`src/rtl/nand_seq_pkg.sv`:
```
package nand_seq_pkg;

  localparam int BYTE_W = 8;

  // Operation fields decoded from the bus address
  typedef struct packed {
    logic              is_data;
    logic [BYTE_W-1:0] start_cmd;
    logic [2:0]        n_addr;
    logic              end_valid;
    logic [BYTE_W-1:0] end_cmd;
    logic              clear_cs;
    logic              ecc_last;
  } nand_req_t;

  typedef enum logic [1:0] {
    BYTE_CMD  = 2'd0,
    BYTE_ADDR = 2'd1,
    BYTE_WR   = 2'd2,
    BYTE_RD   = 2'd3
  } byte_kind_t;

endpackage

```
`src/rtl/nand_addr_decode.sv`:
```
module nand_addr_decode
  import nand_seq_pkg::*;
(
  input  logic [31:0] addr,
  output nand_req_t   req
);

  // Chip address and low reserved bits carry no function here
  wire unused_bits = ^{addr[31:24], addr[2:0]};

  always_comb begin
    req.is_data   = addr[19];
    req.start_cmd = addr[10:3];
    req.n_addr    = addr[19] ? 3'd0 : addr[23:21];
    req.end_valid = addr[20];
    req.end_cmd   = addr[18:11];
    req.clear_cs  = addr[19] & addr[21];
    req.ecc_last  = addr[19] & addr[10];
  end

endmodule

```
`src/rtl/nand_strobe_engine.sv`:
```
module nand_strobe_engine
  import nand_seq_pkg::*;
#(
  parameter int PULSE_W = 2
) (
  input  logic              clk,
  input  logic              rst,
  input  logic              start,
  input  byte_kind_t        kind,
  input  logic [BYTE_W-1:0] byte_in,
  input  logic [BYTE_W-1:0] io_in,
  output logic              busy,
  output logic              done,
  output logic              cle,
  output logic              ale,
  output logic              we_n,
  output logic              re_n,
  output logic [BYTE_W-1:0] io_out,
  output logic              io_oe,
  output logic [BYTE_W-1:0] rd_byte
);

  localparam int CNT_W = $clog2(PULSE_W + 1) + 1;

  typedef enum logic [1:0] {E_IDLE, E_SETUP, E_PULSE, E_HOLD} est_t;

  est_t             st;
  logic [CNT_W-1:0] cnt;
  byte_kind_t       kind_r;

  always_ff @(posedge clk) begin
    if (rst) begin
      st      <= E_IDLE;
      cnt     <= '0;
      kind_r  <= BYTE_CMD;
      cle     <= 1'b0;
      ale     <= 1'b0;
      we_n    <= 1'b1;
      re_n    <= 1'b1;
      io_out  <= '0;
      io_oe   <= 1'b0;
      rd_byte <= '0;
    end else begin
      case (st)
        E_IDLE: if (start) begin
          st     <= E_SETUP;
          kind_r <= kind;
          io_out <= byte_in;
          cle    <= (kind == BYTE_CMD);
          ale    <= (kind == BYTE_ADDR);
          io_oe  <= (kind != BYTE_RD);
        end
        E_SETUP: begin
          st  <= E_PULSE;
          cnt <= CNT_W'(1);
          if (kind_r == BYTE_RD) re_n <= 1'b0;
          else                   we_n <= 1'b0;
        end
        E_PULSE: begin
          if (cnt == CNT_W'(PULSE_W)) begin
            st   <= E_HOLD;
            we_n <= 1'b1;
            re_n <= 1'b1;
            if (kind_r == BYTE_RD) rd_byte <= io_in;
          end else begin
            cnt <= cnt + 1'b1;
          end
        end
        default: begin
          st    <= E_IDLE;
          cle   <= 1'b0;
          ale   <= 1'b0;
          io_oe <= 1'b0;
        end
      endcase
    end
  end

  assign busy = (st != E_IDLE);
  assign done = (st == E_HOLD);

  // Checker: width of each low strobe
  logic [CNT_W:0] chk_low;
  always_ff @(posedge clk) begin
    if (rst)                chk_low <= '0;
    else if (!we_n || !re_n) chk_low <= chk_low + 1'b1;
    else                    chk_low <= '0;
  end

  assert_pulse_width_R5: assert property (@(posedge clk) disable iff (rst)
    (we_n && re_n && chk_low != 0) |-> (chk_low == (CNT_W+1)'(PULSE_W)));

  assert_strobe_excl_R5: assert property (@(posedge clk) disable iff (rst)
    !(!we_n && !re_n));

  assert_latch_excl_R2: assert property (@(posedge clk) disable iff (rst)
    !(cle && ale));

  assert_no_drive_on_read_R6: assert property (@(posedge clk) disable iff (rst)
    !re_n |-> !io_oe);

endmodule

```
`src/rtl/nand_seq_ctrl.sv`:
```
module nand_seq_ctrl
  import nand_seq_pkg::*;
#(
  parameter int DATA_W = 64
) (
  input  logic              clk,
  input  logic              rst,
  input  logic              bus_valid,
  input  logic              bus_write,
  input  nand_req_t         req,
  input  logic [DATA_W-1:0] bus_wdata,
  input  logic              eng_busy,
  input  logic              eng_done,
  input  logic [BYTE_W-1:0] eng_rd_byte,
  input  logic              rb_sync,
  output logic              eng_start,
  output byte_kind_t        eng_kind,
  output logic [BYTE_W-1:0] eng_byte,
  output logic              ce_n,
  output logic              ecc_last,
  output logic              bus_ready,
  output logic [BYTE_W-1:0] bus_rdata
);

  typedef enum logic [3:0] {
    S_IDLE, S_CMD_START, S_ADDR, S_CMD_END, S_BUSY_LO, S_BUSY_HI,
    S_DATA, S_DEND, S_RELEASE, S_ACK
  } st_t;

  st_t               state;
  nand_req_t         req_r;
  logic              wr_r;
  logic [DATA_W-1:0] byte_sh;
  logic [2:0]        cnt_r;
  logic              need_busy;
  logic              launched;

  logic byte_state;
  assign byte_state = (state == S_CMD_START) || (state == S_ADDR) ||
                      (state == S_CMD_END)   || (state == S_DATA) ||
                      (state == S_DEND);
  assign eng_start  = byte_state && !eng_busy && !launched;

  always_comb begin
    eng_kind = BYTE_CMD;
    eng_byte = req_r.start_cmd;
    case (state)
      S_ADDR: begin
        eng_kind = BYTE_ADDR;
        eng_byte = byte_sh[BYTE_W-1:0];
      end
      S_CMD_END, S_DEND: eng_byte = req_r.end_cmd;
      S_DATA: begin
        eng_kind = wr_r ? BYTE_WR : BYTE_RD;
        eng_byte = byte_sh[BYTE_W-1:0];
      end
      default: ;
    endcase
  end

  always_ff @(posedge clk) begin
    if (rst) begin
      state     <= S_IDLE;
      req_r     <= '0;
      wr_r      <= 1'b0;
      byte_sh   <= '0;
      cnt_r     <= '0;
      need_busy <= 1'b0;
      launched  <= 1'b0;
      ce_n      <= 1'b1;
      ecc_last  <= 1'b0;
      bus_rdata <= '0;
    end else begin
      ecc_last <= (state == S_DATA) && req_r.ecc_last;
      if (eng_start)     launched <= 1'b1;
      else if (eng_done) launched <= 1'b0;

      case (state)
        S_IDLE: if (bus_valid) begin
          req_r   <= req;
          wr_r    <= bus_write;
          byte_sh <= bus_wdata;
          cnt_r   <= req.n_addr;
          ce_n    <= 1'b0;
          if (req.is_data) begin
            state <= (!bus_write && need_busy) ? S_BUSY_LO : S_DATA;
          end else begin
            need_busy <= 1'b0;
            state     <= S_CMD_START;
          end
        end
        S_CMD_START: if (eng_done) begin
          if (req_r.n_addr != 3'd0)  state <= S_ADDR;
          else if (req_r.end_valid)  state <= S_CMD_END;
          else                       state <= S_ACK;
        end
        S_ADDR: if (eng_done) begin
          byte_sh <= byte_sh >> BYTE_W;
          cnt_r   <= cnt_r - 1'b1;
          if (cnt_r == 3'd1) state <= req_r.end_valid ? S_CMD_END : S_ACK;
        end
        S_CMD_END: if (eng_done) begin
          need_busy <= 1'b1;
          state     <= S_ACK;
        end
        S_BUSY_LO: if (!rb_sync) state <= S_BUSY_HI;
        S_BUSY_HI: if (rb_sync) begin
          need_busy <= 1'b0;
          state     <= S_DATA;
        end
        S_DATA: if (eng_done) begin
          if (!wr_r) bus_rdata <= eng_rd_byte;
          if (req_r.clear_cs) state <= req_r.end_valid ? S_DEND : S_RELEASE;
          else                state <= S_ACK;
        end
        S_DEND:    if (eng_done) state <= S_RELEASE;
        S_RELEASE: begin
          ce_n  <= 1'b1;
          state <= S_ACK;
        end
        default:   state <= S_IDLE;
      endcase
    end
  end

  assign bus_ready = (state == S_ACK);

  assert_ce_low_in_strobe_R7: assert property (@(posedge clk) disable iff (rst)
    eng_busy |-> !ce_n);

  assert_hold_while_busy_R10: assert property (@(posedge clk) disable iff (rst)
    (state == S_BUSY_LO || state == S_BUSY_HI) |-> !eng_busy);

  assert_ready_single_R12: assert property (@(posedge clk) disable iff (rst)
    bus_ready |=> !bus_ready);

endmodule

```
`src/rtl/nand_phase_seq.sv`:
```
module nand_phase_seq
  import nand_seq_pkg::*;
#(
  parameter int DATA_W  = 64,
  parameter int PULSE_W = 2
) (
  input  logic              clk,
  input  logic              rst,
  input  logic              bus_valid,
  input  logic              bus_write,
  input  logic [31:0]       bus_addr,
  input  logic [DATA_W-1:0] bus_wdata,
  output logic              bus_ready,
  output logic [7:0]        bus_rdata,
  output logic              nand_ce_n,
  output logic              nand_cle,
  output logic              nand_ale,
  output logic              nand_we_n,
  output logic              nand_re_n,
  output logic [7:0]        nand_io_out,
  output logic              nand_io_oe,
  input  logic [7:0]        nand_io_in,
  input  logic              nand_rb_n,
  output logic              ecc_last_flag
);

  nand_req_t         req;
  logic              eng_start, eng_busy, eng_done;
  byte_kind_t        eng_kind;
  logic [BYTE_W-1:0] eng_byte, eng_rd_byte;
  logic [1:0]        rb_meta;

  always_ff @(posedge clk) begin
    if (rst) rb_meta <= 2'b11;
    else     rb_meta <= {rb_meta[0], nand_rb_n};
  end

  nand_addr_decode u_decode (
    .addr (bus_addr),
    .req  (req)
  );

  nand_seq_ctrl #(.DATA_W(DATA_W)) u_ctrl (
    .clk         (clk),
    .rst         (rst),
    .bus_valid   (bus_valid),
    .bus_write   (bus_write),
    .req         (req),
    .bus_wdata   (bus_wdata),
    .eng_busy    (eng_busy),
    .eng_done    (eng_done),
    .eng_rd_byte (eng_rd_byte),
    .rb_sync     (rb_meta[1]),
    .eng_start   (eng_start),
    .eng_kind    (eng_kind),
    .eng_byte    (eng_byte),
    .ce_n        (nand_ce_n),
    .ecc_last    (ecc_last_flag),
    .bus_ready   (bus_ready),
    .bus_rdata   (bus_rdata)
  );

  nand_strobe_engine #(.PULSE_W(PULSE_W)) u_engine (
    .clk     (clk),
    .rst     (rst),
    .start   (eng_start),
    .kind    (eng_kind),
    .byte_in (eng_byte),
    .io_in   (nand_io_in),
    .busy    (eng_busy),
    .done    (eng_done),
    .cle     (nand_cle),
    .ale     (nand_ale),
    .we_n    (nand_we_n),
    .re_n    (nand_re_n),
    .io_out  (nand_io_out),
    .io_oe   (nand_io_oe),
    .rd_byte (eng_rd_byte)
  );

endmodule

```
`config.mk`:
```
export PLATFORM = sky130hd
export DESIGN_NAME = nand_phase_seq
export DESIGN_NICKNAME = d
export VERILOG_FILES = /design/src/rtl/nand_seq_pkg.sv /design/src/rtl/nand_addr_decode.sv /design/src/rtl/nand_strobe_engine.sv /design/src/rtl/nand_seq_ctrl.sv /design/src/rtl/nand_phase_seq.sv
export SDC_FILE = /design/constraint.sdc
export NUM_CORES = 1
export LEC_CHECK = 0
export BUFFER_PORTS_ARGS = -buffer_cell sky130_fd_sc_hd__buf_2
export CAP_MARGIN = 20
export CORE_MARGIN = 1
export CORE_UTILIZATION = 49
export DETAILED_ROUTE_END_ITERATION = 6
export PLACE_DENSITY = 0.76
export SYNTH_ARGS = -nofsm -noshare
export SYNTH_HDL_FRONTEND = slang
export SYNTH_SLANG_ARGS = --single-unit
export TNS_END_PERCENT = 50
```
`constraint.sdc`:
```
create_clock -name clk -period 1.6 [get_ports clk]
set_input_delay 0.4 -clock clk [delete_from_list [all_inputs] [get_ports clk]]
set_output_delay 0.4 -clock clk [all_outputs]
set_load 0.1 [all_outputs]
```
==> flow_metrics.env <==
export IMPL_status="finished with violations"
export IMPL_violations="negative setup slack"
export IMPL_place_gp_congestion=0.817
export IMPL_vias=6043
export IMPL_slew_headroom_pct=67.1
export IMPL_utilization_pct=72.2
export IMPL_p_per_area_nw_per_um2=1930
export IMPL_cap_violations=0
export IMPL_synth_flop_cell="dfxtp_1"
export IMPL_cts_buffer_depth=2
export IMPL_fin_crit_sh_pct=119
export IMPL_crit_start="u_ctrl.state[2]"
export IMPL_synth_cell_types=49
export IMPL_ys_seq_area_share_pct=45.4
export IMPL_h_tree_depth=4
export IMPL_min_path_type="input port to register"
export IMPL_path_clk_slew_ns=0.06
export IMPL_vdd_drop_max_mv=0.957
export IMPL_worstPathArrival_ns=2.23
export IMPL_crit_path_start_kind="register"
export IMPL_yosysWarnings=0
export IMPL_grt_max_degree=70
export IMPL_final_nets=1034
export IMPL_cp_required_ns=1.92
export IMPL_final_max_slew_viol_count=0
export IMPL_postSynthAreaPerCell_um2=8.02
export IMPL_clock_skew_ns=0.00783
export IMPL_crit_buf_inv=4
export IMPL_crit_end="u_ctrl.byte_sh[17]"
export IMPL_crit_type="register to register"
export IMPL_reg2reg_depth=8
export IMPL_design_area_um2=8630
export IMPL_drc=0
export IMPL_async_flop_share_pct=0
export IMPL_drive_above_1_share_pct=32.3
export IMPL_portBuffers=121
export IMPL_cp_max_fo=7
export IMPL_die_h_um=113
export IMPL_nFillCells=823
export IMPL_r2r_end="u_ctrl.byte_sh[17]"
export IMPL_grtUsageTotal_pct=25.4
export IMPL_finalPower_mw=16.7
export IMPL_drtIter0Drc=543
export IMPL_wl_per_cell_um=16.5
export IMPL_syn_area_um2=5990
export IMPL_hold_viol=0
export IMPL_max_stage_delay_ns=0.36
export IMPL_grt_pass1_wl_um=25500
export IMPL_path_delay_family="buffers and inverters"
export IMPL_worst_pin_slew_ns=0.497
export IMPL_path_depth=8
export IMPL_ant_nets=0
export IMPL_placed_area_um2=7020
export IMPL_clk_latency_ns=0.42
export IMPL_cts_made_buffers=17
export IMPL_critPathCaptureType="register"
export IMPL_start_util_pct=50.1
export IMPL_rows=40
export IMPL_dieArea_um2=12700
export IMPL_worst_path_max_delay_cell="dfxtp_4"
export IMPL_die_width_um=113
export IMPL_dp_hpwl_um=9650
export IMPL_drtPass1Iterations=5
export IMPL_post_route_worst_setup_slack_ns=-0.303
export IMPL_min_period_ns=1.90
export IMPL_area_delta_synth_final_pct=44.1
export IMPL_setup_violations=93
export IMPL_grt_ovfl_total=0
export IMPL_vias_per_cell=5.62
export IMPL_wl_um=17800
export IMPL_rsz0062_at_grt="yes"
export IMPL_synth_cells=747
export IMPL_antenna_found_initial=1
export IMPL_pre_cts_slack_ns=-0.181
export IMPL_rrSetupSlack_ns=-0.30
export IMPL_ios=133
export IMPL_timing_fmax_ghz=0.526
export IMPL_syn_nets=865
export IMPL_synth_edf_count=0
export IMPL_cts_sinks=136
export IMPL_synth_seq_cells=136
export IMPL_path_cells="buf_4 > nor4b_4 > buf_6 > a22o_4 > buf_4 > buf_6 > nor2_1 > a311oi_1"
export IMPL_tritoncts="done"
export IMPL_p_leak_nw=3.61
export IMPL_coreArea_um2=12000
export IMPL_grt_pass1_vias=5431
export IMPL_root_buffer="clkbuf_16"
export IMPL_r2r_start="u_ctrl.state[2]"
## synthesized netlist by cell type (11+ instances only)
library cell | count | area share (%)
nand2_1 | 178 | 11
dfxtp_1 | 136 | 45
nor2_1 | 110 | 6.9
a311oi_1 | 56 | 8.2
a21oi_1 | 50 | 4.2
clkbuf_1 | 36 | 2.3
buf_2 | 23 | 1.9
mux2i_1 | 22 | 3.7
nand3_1 | 16 | 1.3
a211oi_1 | 14 | 1.8
a22oi_1 | 11 | 1.4
inv_1 | 11 | 0.69
## how the worst min path moves through the flow
| stage | cells after the start | to | start |
|---|---|---|---|
| after floorplan | 1 | rb_meta[1] | rb_meta[0] |
| after global placement | 1 | rb_meta[1] | rb_meta[0] |
| after detailed placement | 1 | rb_meta[1] | rb_meta[0] |
| after CTS | 2 | rb_meta[0] | nand_rb_n |
| after global routing | 2 | rb_meta[0] | nand_rb_n |
| final | 2 | rb_meta[0] | nand_rb_n |
## logic make-up (layout without fill, tap and decap cells)
group | after synthesis | after routing | synth area share (%)
XOR/XNOR | 1 | 1 | 0.146
buffers and inverters | 74 | 254 | 5.49
other | 0 | 1 | 0
multiplexers | 22 | 22 | 3.68
adder cells (fa/ha/maj) | 9 | 9 | 1.88
flip-flops | 136 | 136 | 45.4
AO/OA/AOI/OAI | 158 | 159 | 19.0
AND/OR/NAND/NOR | 347 | 347 | 24.4
## worst reg2reg max path: cells and delay by family, from the launching register on
kind	cells	cell delay, ns
buf+inv	4	0.62
compound gates	2	0.46
simple gates	2	0.37
flops	1	0.36
## stage by stage
step           hold slack (ns)  std cells  TNS, ns
6_report                 0.165       1076   -12.75
5_1_grt                  0.165       1075   -20.26
4_1_cts                  0.156       1052    -9.94
3_5_place_dp             0.393       1002    -9.54
3_3_place_gp             0.391       1002    -7.51
2_1_floorplan            0.389        747    -4.72
## flip-flops by register name, indices dropped and copies added (netlist names), 2 cells and up
register,flops
u_engine.kind_r,2
u_ctrl.req_r,22
u_engine.cnt,3
u_ctrl.bus_rdata,8
rb_meta,2
u_engine.st,2
u_ctrl.byte_sh,64
u_ctrl.state,4
u_engine.io_out,8
u_engine.rd_byte,8
u_ctrl.cnt_r,3
## metal layers
| layer | vias to the layer above | part of all wire, % | global-route usage (%) |
|---|---|---|---|
| met4 | 0 | 2.3 | 10.3 |
| met2 | 191 | 50 | 42.2 |
| met5 | - | 0 | 0 |
| met1 | 2869 | 43 | 31.0 |
| li1 | 2943 | - | - |
| met3 | 40 | 4.8 | 6.91 |
## area by class of cell
class | instances | area [µm²] | share of cell area [%]
Inverter | 11 | 43.8 | 0.507
Timing Repair Buffer | 212 | 1810 | 21.0
Sequential cell | 136 | 2740 | 31.8
Tap cell | 147 | 184 | 2.13
Clock buffer | 28 | 497 | 5.75
Antenna cell | 1 | 2.50 | 0.0290
Clock inverter | 3 | 40.0 | 0.464
Multi-Input combinational cell | 538 | 3310 | 38.4
## what timing repair did
action,CTS,global route
gates resized for setup,52,93
pin swaps,11,65
cloned,4,10
endpoints found under the setup margin,102,145
setup buffers,15,14
hold buffers,0,0
## power by group
| group | internal [mW] | switching [mW] | total (mW) | leakage (nW) |
|---|---|---|---|---|
| registers | 4.45 | 0.679 | 5.13 | 1.12 |
| clock network | 2.25 | 1.37 | 3.62 | 0.262 |
| logic | 3.65 | 4.30 | 7.94 | 2.23 |
| total | 10.3 | 6.35 | 16.7 | 3.61 |
## placed cells by master, fill, tap and decap left out, drive strengths merged, types with 3 or more instances in the layout
cell type,synthesis,routed
inv,11,11
a22oi,11,11
o211ai,3,3
o21ai,10,10
ha,9,9
a21oi,50,50
a311oi,56,56
nor3,6,6
nor2b,8,8
nand3b,3,3
mux2i,22,22
clkbuf,36,49
a211oi,14,14
nand2b,6,6
nand3,16,16
nor3b,3,3
dfxtp,136,136
nor2,110,110
nand2,178,178
buf,27,191
Note: power is estimated with default switching activity, not from simulation.
